==> src/rtl/bitop_unit.sv <==
module bitop_unit #(
  parameter int DATA_W = 8,
  parameter int ADDR_W = 7,
  parameter int INSTR_W = 14
) (
  input  logic               clk,
  input  logic               rst_n,
  input  logic               exec_en,
  input  logic               nop_cycle,
  input  logic [INSTR_W-1:0] instr,
  input  logic [DATA_W-1:0]  rd_data,
  output logic [ADDR_W-1:0]  wr_addr,
  output logic [DATA_W-1:0]  wr_data,
  output logic               wr_en,
  output logic               skip
);
  localparam int BIT_W   = $clog2(DATA_W);
  localparam int OP_LSB  = ADDR_W + BIT_W;
  localparam int CLS_LSB = OP_LSB + 2;

  logic [1:0]        cls, op;
  logic [BIT_W-1:0]  bsel;
  logic [DATA_W-1:0] mask, modified;
  logic              live, picked, do_wr, do_skip;

  assign cls  = instr[CLS_LSB +: 2];
  assign op   = instr[OP_LSB +: 2];
  assign bsel = instr[ADDR_W +: BIT_W];
  assign mask = {{(DATA_W-1){1'b0}}, 1'b1} << bsel;

  assign live     = exec_en && !nop_cycle && (cls == 2'b01);
  assign picked   = rd_data[bsel];
  assign modified = op[0] ? (rd_data | mask) : (rd_data & ~mask);
  assign do_wr    = live && !op[1];
  assign do_skip  = live && op[1] && (picked == op[0]);

  always_ff @(posedge clk) begin
    if (!rst_n) begin
      wr_en   <= 1'b0;
      skip    <= 1'b0;
      wr_data <= '0;
      wr_addr <= '0;
    end else begin
      wr_en <= do_wr;
      skip  <= do_skip;
      if (do_wr) begin
        wr_data <= modified;
        wr_addr <= instr[ADDR_W-1:0];
      end
    end
  end
endmodule

==> config.mk <==
export PLATFORM = sky130hd
export DESIGN_NAME = bitop_unit
export DESIGN_NICKNAME = d
export VERILOG_FILES = /design/src/rtl/bitop_unit.sv
export SDC_FILE = /design/constraint.sdc
export NUM_CORES = 1
export LEC_CHECK = 0
export BUFFER_PORTS_ARGS = -buffer_cell sky130_fd_sc_hd__buf_4
export CAP_MARGIN = 5
export CORE_AREA = 3 3 58 60
export DETAILED_ROUTE_END_ITERATION = 16
export DIE_AREA = 0 0 61 63
export GPL_ROUTABILITY_DRIVEN = 0
export MAX_ROUTING_LAYER = met4
export PLACE_DENSITY = 0.58
export SKIP_CTS_REPAIR_TIMING = 1
export SLEW_MARGIN = 10
export SYNTH_ARGS = -nofsm -noshare
export SYNTH_HDL_FRONTEND = slang
export SYNTH_SLANG_ARGS = --single-unit
==> constraint.sdc <==
create_clock -name clk -period 1.9 [get_ports clk]
set_input_delay 0.38 -clock clk [delete_from_list [all_inputs] [get_ports clk]]
set_output_delay 0.38 -clock clk [all_outputs]
set_load 0.05 [all_outputs]
==> metrics.txt <==
drt pass-1 iters 4; clk root buf clkbuf_4; Worst-path clk slew roughly 0.11 ns; hold crit path type in2reg; fmax 795 MHz; Multi-input gate area 468 um^2; Die Area 3840 um^2; Via Count 788; worst r2r dst wr_data[2]; Cells after Synth 86; Reg area 340 um^2; final WL ~2100 um; share of synthesized registers carrying an async set or reset 0; antenna-violating nets left 0; Setup WS post-layout roughly 0.64 ns; ys flop type dfxtp_1; share of layout cells above drive strength 1 0.389; R2R depth 1; reg2reg setup slack between 1 and 1.5 ns; Tcrit/Tclk final 0.662; initial antenna violation count 0; Max VDD drop 0.359 mV; crit start category input pin; Fin. Hold Viols 0; design area 1220 um^2; Routed WL per cell ~13 um; max_cap viols 0; Hold Path Depth 3; Worst Hold Path EP wr_addr[0]; Slew @ Worst Pin about 0.43 ns; NumNets Final 153; post-synthesis sequential area ratio 0.394; via/cell ratio approximately 5.0; Worst slew margin 0.714; CTS tree built; Setup TNS 0 ns; hold path startpoint instr[0]; Setup WS pre-CTS 0.306 ns; YS warnings 0; IO buf count 42; clk_lat worst skew just under 0.3 ns; Reg-to-Reg Start wr_data[2]; CTS Buf Count 3; Die W a little over 60 um; leak pwr about 0.6 nW; Initial Util 0.290; dpl hpwl 1600 um; fillers 307; register bit total from synthesis 17; status completed; Cell variety after synth 28; DRT iter0 DRCs 13; WS Path Type in2reg; core area roughly 3000 um^2; GRT Total Usage 0.113; H-tree levels 1; non-filler cells, final 159; Power Density around 570 nW/um^2; crit end category register; Core Util, Final 0.408; Congestion Overflow GR 0; Die Y about 63 um; crit path DAT between 1 and 1.5 ns; vias in the first global route 773; RSZ-0062 raised after global routing no; commonest cells after routing, fill and taps aside buf_4 (42), dfxtp_1 (17), mux2i_1 (11), nor2b_1 (8), o211a_1 (8); Tmin final 1.26 ns; most common cell after layout, fill and taps aside buf_4; final setup fails 0; Area Growth Syn to Fin 40.9%; largest net degree at the start of global routing 25; Sink Count 17; # IOs 43; EDFF count, synth 0; Worst Path Max Fanout 24; row count 20; Syn Nets about 110; n_diodes 0; synthesized area about 860 um^2; DR DRC count 0; Max Buffers Root-to-Sink 2; first-pass GRT wire length between 3000 and 4000 um; dpl cell area about 1200 um^2; Syn Area/Cell around 10 um^2; Clock Skew 0 ns; max-slew violations 0; CP required 2.09 ns; placed insts between 150 and 200
[cells in the mapped netlist (all sizes together) (2+ instances only)]
master	count	area share
a2111oi	2	0.029
buf	6	0.055
dfxtp	17	0.39
mux2	2	0.026
mux2i	11	0.13
nand2	7	0.030
nand2b	3	0.022
nor2b	8	0.058
nor3b	2	0.017
o211a	8	0.093
o21ai	4	0.023
o311ai	4	0.041
[per-layer routing]
metal / global-route usage / vias up / wire length (um)
li1: - / 396 / -
met1: 0.134 / 357 / 886
met2: 0.179 / 35 / 968
met3: 0.0517 / 0 / 211
met4: 0.0163 / 0 / 0
met5: - / - / 0
[kinds of logic after synthesis]
logic type / synth area share
flip-flops: 0.394
AO/OA/AOI/OAI: 0.201
multiplexers: 0.154
AND/OR/NAND/NOR: 0.187
buffers and inverters: 0.0638
[flip-flops by register name, summed over array words and instances, names as in the netlist]
name / count
wr_data: 8
wr_addr: 7
skip: 1
wr_en: 1
[power breakdown]
group          switching [mW]  internal [mW]  leakage, nW
registers             0.00326          0.362        0.137
logic                  0.0661         0.0665        0.449
clock network           0.117         0.0783       0.0177
total                   0.186          0.507        0.605
[critical path, cell delays in order]
cell and delay [ns]:
buf_4 0.11, nor4bb_1 0.30, and2b_1 0.21, buf_12 0.18, mux2i_1 0.21, nor2b_1 0.06
[final cells by class]
class | count | area share
Clock inverter | 1 | 0.00412
Sequential cell | 17 | 0.280
Inverter | 1 | 0.00309
Clock buffer | 3 | 0.0185
Multi-Input combinational cell | 61 | 0.385
Timing Repair Buffer | 43 | 0.276
Tap cell | 33 | 0.0340
[stage by stage]
| step | power (mW) | hold slack, ns |
|---|---|---|
| 5_1_grt | 0.729 | 0.354 |
| 2_1_floorplan | 0.446 | 0.508 |
| 3_3_place_gp | 0.506 | 0.485 |
| 4_1_cts | 0.713 | 0.332 |
| 6_report | 0.693 | 0.348 |
| 3_5_place_dp | 0.508 | 0.488 |
[worst max path at each step]
stage,start,end,slack [ns],cells after the start
detailed placement,nop_cycle,wr_addr[6],0.31,6
floorplan,nop_cycle,wr_data[1],0.44,7
CTS,wr_data[2],wr_data[2],0.62,1
global placement,instr[7],skip,0.35,5
finish,nop_cycle,wr_addr[6],0.64,6
global route,nop_cycle,wr_addr[2],0.52,6
No activity file was read; power rests on OpenSTA's default activity.
